$ cat config.mk
export PLATFORM = sky130hd
export DESIGN_NAME = sram_ctl
export DESIGN_NICKNAME = d
export VERILOG_FILES = /design/src/rtl/sram_ctl_pkg.sv /design/src/rtl/sram_cycle_timer.sv /design/src/rtl/sram_phase_fsm.sv /design/src/rtl/sram_pin_drive.sv /design/src/rtl/sram_ctl.sv
export SDC_FILE = /design/constraint.sdc
export NUM_CORES = 1
export LEC_CHECK = 0
export BUFFER_PORTS_ARGS = -buffer_cell sky130_fd_sc_hd__buf_4
export CELL_PAD_IN_SITES_DETAIL_PLACEMENT = 1
export CELL_PAD_IN_SITES_GLOBAL_PLACEMENT = 2
export CORE_MARGIN = 8
export CORE_UTILIZATION = 29
export CTS_CLUSTER_SIZE = 16
export DETAILED_ROUTE_END_ITERATION = 16
export PLACE_DENSITY = 0.94
export REMOVE_ABC_BUFFERS = 1
export SYNTH_ARGS = -nofsm -noshare
export SYNTH_HDL_FRONTEND = slang
export SYNTH_HIERARCHICAL = 1
export SYNTH_SLANG_ARGS = --single-unit
$ cat constraint.sdc
create_clock -name clk -period 3.4 [get_ports clk]
set_input_delay 0.17 -clock clk [delete_from_list [all_inputs] [get_ports clk]]
set_output_delay 0.17 -clock clk [all_outputs]
set_load 0.02 [all_outputs]
$ cat src/rtl/sram_ctl_pkg.sv
package sram_ctl_pkg;

    typedef enum logic [2:0] {
        PH_IDLE   = 3'd0,
        PH_WSETUP = 3'd1,
        PH_WPULSE = 3'd2,
        PH_WHOLD  = 3'd3,
        PH_RACC   = 3'd4,
        PH_RTURN  = 3'd5
    } phase_e;

    typedef struct packed {
        logic cs_n;
        logic we_n;
        logic oe_n;
    } strobe_t;

    localparam strobe_t STROBES_OFF = '{cs_n: 1'b1, we_n: 1'b1, oe_n: 1'b1};

    function automatic int imax(input int a, input int b);
        return (a > b) ? a : b;
    endfunction

endpackage

$ cat src/rtl/sram_cycle_timer.sv
module sram_cycle_timer #(
    parameter int CW = 4
) (
    input  logic          clk,
    input  logic          rst,
    input  logic          load,
    input  logic [CW-1:0] load_val,
    output logic [CW-1:0] cnt,
    output logic          zero
);

    always_ff @(posedge clk) begin
        if (rst) begin
            cnt <= '0;
        end else if (load) begin
            cnt <= load_val;
        end else if (cnt != '0) begin
            cnt <= cnt - 1'b1;
        end
    end

    assign zero = (cnt == '0);

endmodule

$ cat src/rtl/sram_phase_fsm.sv
module sram_phase_fsm
    import sram_ctl_pkg::*;
#(
    parameter int CW    = 4,
    parameter int T_AS  = 2,
    parameter int PW    = 4,
    parameter int HL    = 2,
    parameter int T_ACC = 3,
    parameter int T_OZ  = 2
) (
    input  logic          clk,
    input  logic          rst,
    input  logic          req,
    input  logic          we,
    input  logic          zero,
    output phase_e        phase,
    output logic          load,
    output logic [CW-1:0] load_val,
    output logic          accept,
    output logic          capture,
    output logic          done
);

    localparam logic [CW-1:0] LD_AS  = CW'(T_AS - 1);
    localparam logic [CW-1:0] LD_PW  = CW'(PW - 1);
    localparam logic [CW-1:0] LD_HL  = CW'(HL - 1);
    localparam logic [CW-1:0] LD_ACC = CW'(T_ACC - 1);
    localparam logic [CW-1:0] LD_OZ  = CW'(T_OZ - 1);

    phase_e phase_nx;
    logic   finish;

    always_comb begin
        phase_nx = phase;
        load     = 1'b0;
        load_val = '0;
        finish   = 1'b0;
        case (phase)
            PH_IDLE: begin
                if (req) begin
                    load = 1'b1;
                    if (we) begin
                        phase_nx = PH_WSETUP;
                        load_val = LD_AS;
                    end else begin
                        phase_nx = PH_RACC;
                        load_val = LD_ACC;
                    end
                end
            end
            PH_WSETUP: begin
                if (zero) begin
                    phase_nx = PH_WPULSE;
                    load     = 1'b1;
                    load_val = LD_PW;
                end
            end
            PH_WPULSE: begin
                if (zero) begin
                    phase_nx = PH_WHOLD;
                    load     = 1'b1;
                    load_val = LD_HL;
                end
            end
            PH_WHOLD: begin
                if (zero) begin
                    phase_nx = PH_IDLE;
                    finish   = 1'b1;
                end
            end
            PH_RACC: begin
                if (zero) begin
                    phase_nx = PH_RTURN;
                    load     = 1'b1;
                    load_val = LD_OZ;
                    finish   = 1'b1;
                end
            end
            PH_RTURN: begin
                if (zero) begin
                    phase_nx = PH_IDLE;
                end
            end
            default: phase_nx = PH_IDLE;
        endcase
    end

    assign accept  = (phase == PH_IDLE) && req;
    assign capture = (phase == PH_RACC) && zero;

    always_ff @(posedge clk) begin
        if (rst) begin
            phase <= PH_IDLE;
            done  <= 1'b0;
        end else begin
            phase <= phase_nx;
            done  <= finish;
        end
    end

endmodule

$ cat src/rtl/sram_pin_drive.sv
module sram_pin_drive
    import sram_ctl_pkg::*;
#(
    parameter int AW   = 16,
    parameter int DW   = 16,
    parameter int CW   = 4,
    parameter int HL   = 2,
    parameter int T_DH = 1
) (
    input  logic          clk,
    input  logic          rst,
    input  phase_e        phase,
    input  logic [CW-1:0] cnt,
    input  logic          accept,
    input  logic          capture,
    input  logic [AW-1:0] addr,
    input  logic [DW-1:0] wdata,
    input  logic [DW-1:0] dq_in,
    output logic [AW-1:0] sram_addr,
    output strobe_t       strobes,
    output logic [DW-1:0] dq_out,
    output logic          dq_oe,
    output logic [DW-1:0] rdata
);

    // Hold-phase counter values at or above this mark still belong to data hold.
    localparam logic [CW-1:0] DRIVE_MARK = CW'(HL - T_DH);

    always_ff @(posedge clk) begin
        if (rst) begin
            sram_addr <= '0;
            dq_out    <= '0;
            rdata     <= '0;
        end else begin
            if (accept) begin
                sram_addr <= addr;
                dq_out    <= wdata;
            end
            if (capture) begin
                rdata <= dq_in;
            end
        end
    end

    always_comb begin
        strobes = STROBES_OFF;
        dq_oe   = 1'b0;
        case (phase)
            PH_WSETUP: dq_oe = 1'b1;
            PH_WPULSE: begin
                strobes.cs_n = 1'b0;
                strobes.we_n = 1'b0;
                dq_oe        = 1'b1;
            end
            PH_WHOLD:  dq_oe = (cnt >= DRIVE_MARK);
            PH_RACC: begin
                strobes.cs_n = 1'b0;
                strobes.oe_n = 1'b0;
            end
            default: ;
        endcase
    end

endmodule

$ cat src/rtl/sram_ctl.sv
module sram_ctl
    import sram_ctl_pkg::*;
#(
    parameter int AW    = 16,
    parameter int DW    = 16,
    parameter int T_AS  = 2,
    parameter int T_WP  = 3,
    parameter int T_DS  = 4,
    parameter int T_DH  = 1,
    parameter int T_AH  = 2,
    parameter int T_ACC = 3,
    parameter int T_OZ  = 2
) (
    input  logic          clk,
    input  logic          rst,
    input  logic          req,
    input  logic          we,
    input  logic [AW-1:0] addr,
    input  logic [DW-1:0] wdata,
    output logic          ready,
    output logic          done,
    output logic [DW-1:0] rdata,
    output logic [AW-1:0] sram_addr,
    output logic          sram_cs_n,
    output logic          sram_oe_n,
    output logic          sram_we_n,
    output logic [DW-1:0] sram_dq_out,
    output logic          sram_dq_oe,
    input  logic [DW-1:0] sram_dq_in
);

    localparam int PW      = imax(T_WP, T_DS);
    localparam int HL      = imax(T_DH, T_AH);
    localparam int LONGEST = imax(imax(T_AS, PW), imax(HL, imax(T_ACC, T_OZ)));
    localparam int CW      = $clog2(LONGEST + 1);

    phase_e        phase;
    logic          load;
    logic [CW-1:0] load_val;
    logic [CW-1:0] cnt;
    logic          zero;
    logic          accept;
    logic          capture;
    strobe_t       strobes;

    sram_cycle_timer #(.CW(CW)) u_timer (
        .clk      (clk),
        .rst      (rst),
        .load     (load),
        .load_val (load_val),
        .cnt      (cnt),
        .zero     (zero)
    );

    sram_phase_fsm #(
        .CW(CW), .T_AS(T_AS), .PW(PW), .HL(HL), .T_ACC(T_ACC), .T_OZ(T_OZ)
    ) u_fsm (
        .clk      (clk),
        .rst      (rst),
        .req      (req),
        .we       (we),
        .zero     (zero),
        .phase    (phase),
        .load     (load),
        .load_val (load_val),
        .accept   (accept),
        .capture  (capture),
        .done     (done)
    );

    sram_pin_drive #(
        .AW(AW), .DW(DW), .CW(CW), .HL(HL), .T_DH(T_DH)
    ) u_pins (
        .clk       (clk),
        .rst       (rst),
        .phase     (phase),
        .cnt       (cnt),
        .accept    (accept),
        .capture   (capture),
        .addr      (addr),
        .wdata     (wdata),
        .dq_in     (sram_dq_in),
        .sram_addr (sram_addr),
        .strobes   (strobes),
        .dq_out    (sram_dq_out),
        .dq_oe     (sram_dq_oe),
        .rdata     (rdata)
    );

    assign ready     = (phase == PH_IDLE);
    assign sram_cs_n = strobes.cs_n;
    assign sram_we_n = strobes.we_n;
    assign sram_oe_n = strobes.oe_n;

endmodule

### Yosys cells after proc, flatten, opt, wreduce, memory -nomap -nowiden

Cells that the tools add are included.

* input port bits: 52
* flip-flop bits (word level): 55
* word-level logic and storage cells: 53

* bitwise gates (word level): 1
* mux-type cells: 21
* order comparisons: 1
* eq/ne operators: 10
* add/sub/neg operators: 1
* reduce and logical (&&, ||, !) cells: 13

Operators by type and width (number)
* two-way mux 3 bit: 9
* one-hot mux 3 bit (5 select lines): 1
* OR reduction 2 bit: 5
* one-hot mux 3 bit (3 select lines): 1
* inequality test 2 x 1 -> 1 bit (second input constant): 4
* == test 3 x 2 -> 1 bit (second input constant): 2
* == test 3 bit (second input constant): 2
* zero test 3 bit: 2
* two-way mux 1 bit: 6
* AND reduction 5 bit: 1
* two-way mux 2 bit: 2
* one-hot mux 1 bit (2 select lines): 2
* == test 3 x 1 -> 1 bit (second input constant): 1
* greater-or-equal comparator 3 x 1 -> 1 bit (second input constant): 1
* nonzero test 3 bit: 1
* OR reduction 3 bit: 1
* subtractor 3 x 1 -> 3 bit (second input constant): 1
* logical AND 1 bit: 2
* inequality test 2 bit (second input constant): 1
* nonzero test 2 bit: 1
* NOT 1 bit: 1

### Logic depth before layout (Yosys ltp)

* depth in word-level cells: 4
* depth in mapped cells: 10
* depth with buffers taken out: 9

### Hierarchy

The synthesis kept the hierarchy.

By module, submodules not included
* sram_pin_drive: seq. area each 960.9 µm², times used 1, area each 1795.5 µm², cells each 163
* sram_phase_fsm: seq. area each 80.1 µm², times used 1, area each 290.3 µm², cells each 38
* sram_cycle_timer: seq. area each 60.1 µm², times used 1, area each 206.4 µm², cells each 22
* sram_ctl: seq. area each 0.0 µm², times used 1, area each 10.0 µm², cells each 1

### Worst setup path after synthesis

Ideal clock, no wire load.

* path kind: reg2reg
* start: reg u_timer.cnt[0]
* end: reg u_timer.cnt[0]
* path slack: 1511 ps
* arrival time: 1776 ps
* data required time: 3288 ps
* cell stages (with the launch flop): 10
* path through: dfxtp_1 > inv_1 > ha_1 > nand2b_1 > inv_1 > nand2_2 > or3_1 > nand3_1 > nor2b_1 > a2111oi_1

* word-level cells in the longest chain between the ends: 4
* elaborated cells between the ends (all ways): 11

Ends and longest elaborated chain
* from (decl): RTL line sram_cycle_timer.sv:8 `output logic [CW-1:0] cnt,`
* from (signal assigned): RTL line sram_cycle_timer.sv:16 `cnt <= load_val;`
* from (signal assigned): RTL line sram_cycle_timer.sv:18 `cnt <= cnt - 1'b1;`
* zero test 3 bit (*): RTL line sram_cycle_timer.sv:22 `assign zero = (cnt == '0);`
* named net zero: RTL line sram_ctl.sv:41 `logic zero;`
* two-way mux 1 bit (*): RTL line sram_phase_fsm.sv:52, sram_phase_fsm.sv:59, sram_phase_fsm.sv:72
* one-hot mux 1 bit (2 select lines) (*): RTL line sram_phase_fsm.sv:38 `case (phase)`
* named net load: RTL line sram_ctl.sv:38 `logic load;`
* two-way mux 3 bit / nonzero test 2 bit (equally long branches)

The timed path passes the listed nets; every way through them passes the cells marked *. The select of a mux whose other input is x is not followed.
A chain may end at the register's enable or synchronous reset.

### Worst setup path in the final report

Ends and elaborated chain as after synthesis.

==> summary.log <==
qor: worst_hold_path.worstHoldPathType in2reg
qor: power_and_ir_drop.internal-power 1.33 mW
qor: timing.finish_stage_setup_viols 0
qor: critical_path.r2r_setup_slack 1.04 ns
qor: floorplan.num_io_pins 106
qor: place.placedInstanceArea 0.00307 sq mm
qor: power_and_ir_drop.worst_ir_drop_vdd 255 uV
qor: yosys.yosys_register_bits 55
qor: worst_hold_path.min_to u_pins/rdata[14]
qor: place.numPortBuffers 105
qor: critical_path.r2r_start u_timer/cnt[0]
qor: floorplan.core.rowCount 32
qor: yosys.post_synth.cell_area_avg 10.3 sq um
qor: global_route.global_route.usage.met1 12.3%
qor: clocking.cts_setup_buffers 0
qor: floorplan.initial_utilization 29.8%
qor: yosys.synth.top_cells.by_count dfxtp_1 (55), nor2_1 (53), mux2i_1 (49)
qor: power_and_ir_drop.net-switching-power 0.789 mW
qor: worst_hold_path.min_delay_path_depth 3
qor: yosys.synth-seq-area-share 47.8%
qor: power_and_ir_drop.power.share.combinational 41.5%
qor: yosys.post_synth_inst_count 224
qor: global_route.maximum_number_of_pins_on_one_net_before_global_route_repair 56
qor: place.post_place_cells 417
qor: timing.hold_viol_final 0
qor: yosys.post-synth-top-area-cell dfxtp_1
qor: power_and_ir_drop.sequential_group_share_of_total_power 40.7%
qor: cells_and_area.area_growth_syn_to_layout 37.5%
qor: timing.timing.hold.ws 0.0969 ns
qor: cells_and_area.post-route-util 41.0%
qor: timing.fin_skew 0.0113 ns
qor: global_route.antenna_violations_before_repair 0
qor: clocking.cts-resized-gates 0
qor: power_and_ir_drop.sw_frac_of_total 37.3%
qor: drt.routed_wire_length_per_instance 15.2 um
qor: critical_path.timing.critical_path.required 3.58 ns
qor: clocking.clkTransAtPathRegs 0.10 ns
qor: cells_and_area.antennaDiodeCount 0
qor: clocking.cts_root_buffer clkbuf_8
qor: place.dpl.hpwl 4750 um
qor: drt.drt.antenna.violating_nets 0
qor: run_status.outcome completed
qor: global_route.first_global_vias 2068
qor: yosys.yosys.cell_count.top_type dfxtp_1
qor: timing.fin_crit_sh 69.3%
qor: power_and_ir_drop.power_per_cell_area 668 mW/mm^2
qor: yosys.synth_enable_flop_cells 0
qor: yosys.post_synth_cell_types 31
qor: clocking.cts_tree built
qor: timing.rsz0062_at_grt no
qor: critical_path.timing.critical_path.to_type flip-flop
qor: floorplan.fp.dieArea 0.0110 sq mm
qor: critical_path.r2r_end u_timer/cnt[0]
qor: clocking.cts_hold_repair.buffers 0
qor: drt.drtPass1Iterations 4
qor: flow_run.drv.max_cap_violation_count 0
qor: yosys.share_of_the_synthesized_area_in_the_top_cell_type 47.8%
qor: timing.slew_headroom 46.4%
qor: cells_and_area.final_area 0.00317 sq mm
qor: global_route.global_route.usage.total 11.2%
qor: global_route.grt_util_met3 5.65%
qor: drt.vias_per_cell 4.42
qor: worst_hold_path.timing.hold.worst.start sram_dq_in[14]
qor: yosys.netlist_area 0.00230 sq mm
qor: drt.num_vias 1873
qor: timing.post-route-min-period 2.36 ns
qor: clocking.worst_skew_pair.late_latency 0.30 ns
qor: cells_and_area.finish.cell_count_without_fillers 424
qor: drt.postRouteWirelength 6450 um
qor: clocking.clk_path_buf_depth 2
qor: drt.drc_errors 0
qor: yosys.asyncSetResetFlopFracSynth 0%
qor: cells_and_area.multi_input_comb_area 0.00103 sq mm
qor: critical_path.crit_arrival 2.53 ns
qor: place.place_congestion 0.739
qor: power_and_ir_drop.clock_power_share 17.7%
qor: yosys.yosys-top-cells-area dfxtp_1 (48%), mux2i_1 (21%), nor2_1 (8.6%)
qor: clocking.cts_num_sinks 55
qor: global_route.globalRouteMet2Util 18.6%
qor: global_route.wire_length_of_the_first_global_routing_pass 10400 um
qor: critical_path.worst_setup_path_start_kind flip-flop
qor: floorplan.die_width 105 um
qor: yosys.postSynth.topFlopCell dfxtp_1
qor: power_and_ir_drop.power_leakage 1.44 nW
qor: critical_path.path_class reg2reg
qor: floorplan.core_area 0.00773 sq mm
qor: yosys.yosys_warnings 6
qor: cells_and_area.regArea 0.00110 sq mm
qor: critical_path.critical_path.max_fanout 8
qor: clocking.cts_htree_levels 2
qor: global_route.grt_remaining_overflow 0
qor: timing.report.final.slew_viol_count 0
qor: clocking.cts-buffers-inserted 5
qor: timing.tightest_slew 0.803 ns
qor: cells_and_area.drive_gt1_share 36.3%
qor: drt.detailedRoute.firstIterationViolations 85
qor: cells_and_area.num-nets-final 376
qor: timing.maxClockFrequency 424 MHz
qor: floorplan.die_height 105 um
qor: cells_and_area.fillers 878
qor: global_route.globalRoute.busiestLayer met2
qor: critical_path.length_in_cells_of_the_worst_reg_to_reg_path 9
[power groups by stage]
stage          sequential, mW  clock [mW]  combinational, mW
2_1_floorplan           0.951           0              0.506
3_3_place_gp            0.866           0              0.861
3_5_place_dp            0.875           0              0.887
4_1_cts                 0.862       0.393              0.892
5_1_grt                 0.878       0.421              0.962
6_report                0.862       0.375              0.879
[per-stage QoR]
| stage | setup TNS [ns] | setup slack, ns | power, mW |
|---|---|---|---|
| 3_5_place_dp | 0 | 1.11 | 1.76 |
| 6_report | 0 | 1.04 | 2.12 |
| 2_1_floorplan | -78.81 | -2.46 | 1.46 |
| 5_1_grt | 0 | 0.827 | 2.26 |
| 3_3_place_gp | 0 | 1.28 | 1.73 |
| 4_1_cts | 0 | 1.05 | 2.15 |
[flip-flops by register name, summed over array words and instances, names as in the netlist]
register	flops
u_pins/dq_out	16
u_pins/rdata	16
u_timer/cnt	3
u_pins/sram_addr	16
u_fsm/done	1
u_fsm/phase	3
[cells in the final DEF, fill, tap and decap left out, types with 2 or more instances in the layout]
cell type,synthesis,routed
buf_4,5,106
dfxtp_1,55,55
nor2_1,53,53
mux2i_1,49,49
clkbuf_8,0,6
inv_1,6,6
nor2b_1,5,5
a21oi_1,4,4
nand2_1,4,4
a211oi_1,4,4
nor4b_1,4,3
nand3_1,2,2
or3_1,2,2
and3b_1,2,2
xor2_1,2,2
nor3_1,2,2
nand2b_1,2,2
a2111oi_1,2,2
ha_1,2,2
[kinds of logic after synthesis]
kind of cell / after synthesis / share of synthesized area (%)
other: 1 / 0.163
XOR/XNOR: 2 / 0.761
multiplexers: 49 / 21.3
flip-flops: 55 / 47.8
AND/OR/NAND/NOR: 80 / 16.3
AO/OA/AOI/OAI: 14 / 4.73
buffers and inverters: 21 / 7.83
adder cells (fa/ha/maj): 2 / 1.09
[layout make-up]
cell class              count  area share, %
multi-input cells         148           32.5
clock buffers               6           2.61
repair buffers            106           25.1
well taps                 102           4.03
flip-flops and latches     55           34.8
inverters                   6          0.711
clock inverters             1          0.277
[worst max path at each step]
| stage | from | end | slack (ns) | depth (start not counted) |
|---|---|---|---|---|
| after floorplan | u_fsm/phase[2] | u_pins/dq_out[0] | -2.46 | 3 |
| after global placement | u_timer/cnt[0] | u_pins/rdata[12] | 1.28 | 8 |
| after detailed placement | u_timer/cnt[0] | u_timer/cnt[0] | 1.11 | 9 |
| after CTS | u_timer/cnt[0] | u_timer/cnt[0] | 1.05 | 9 |
| after global routing | u_timer/cnt[0] | u_timer/cnt[0] | 0.83 | 9 |
| final | u_timer/cnt[0] | u_timer/cnt[0] | 1.04 | 9 |
[routing by layer]
layer | vias to the layer above | share of wire (%)
met2 | 74 | 47
met4 | 0 | 0.99
met1 | 853 | 42
li1 | 940 | -
met3 | 6 | 9.7
met5 | - | 0
[worst max-delay path: stages, from the launching register on]
cell	delay [ns]
dfxtp_1	0.34
inv_1	0.10
ha_1	0.23
nand2b_1	0.12
inv_1	0.21
nand2_2	0.13
or3_1	0.37
nand3_1	0.23
nor2b_1	0.08
a2111oi_1	0.41
No activity file was read; power rests on OpenSTA's default activity.
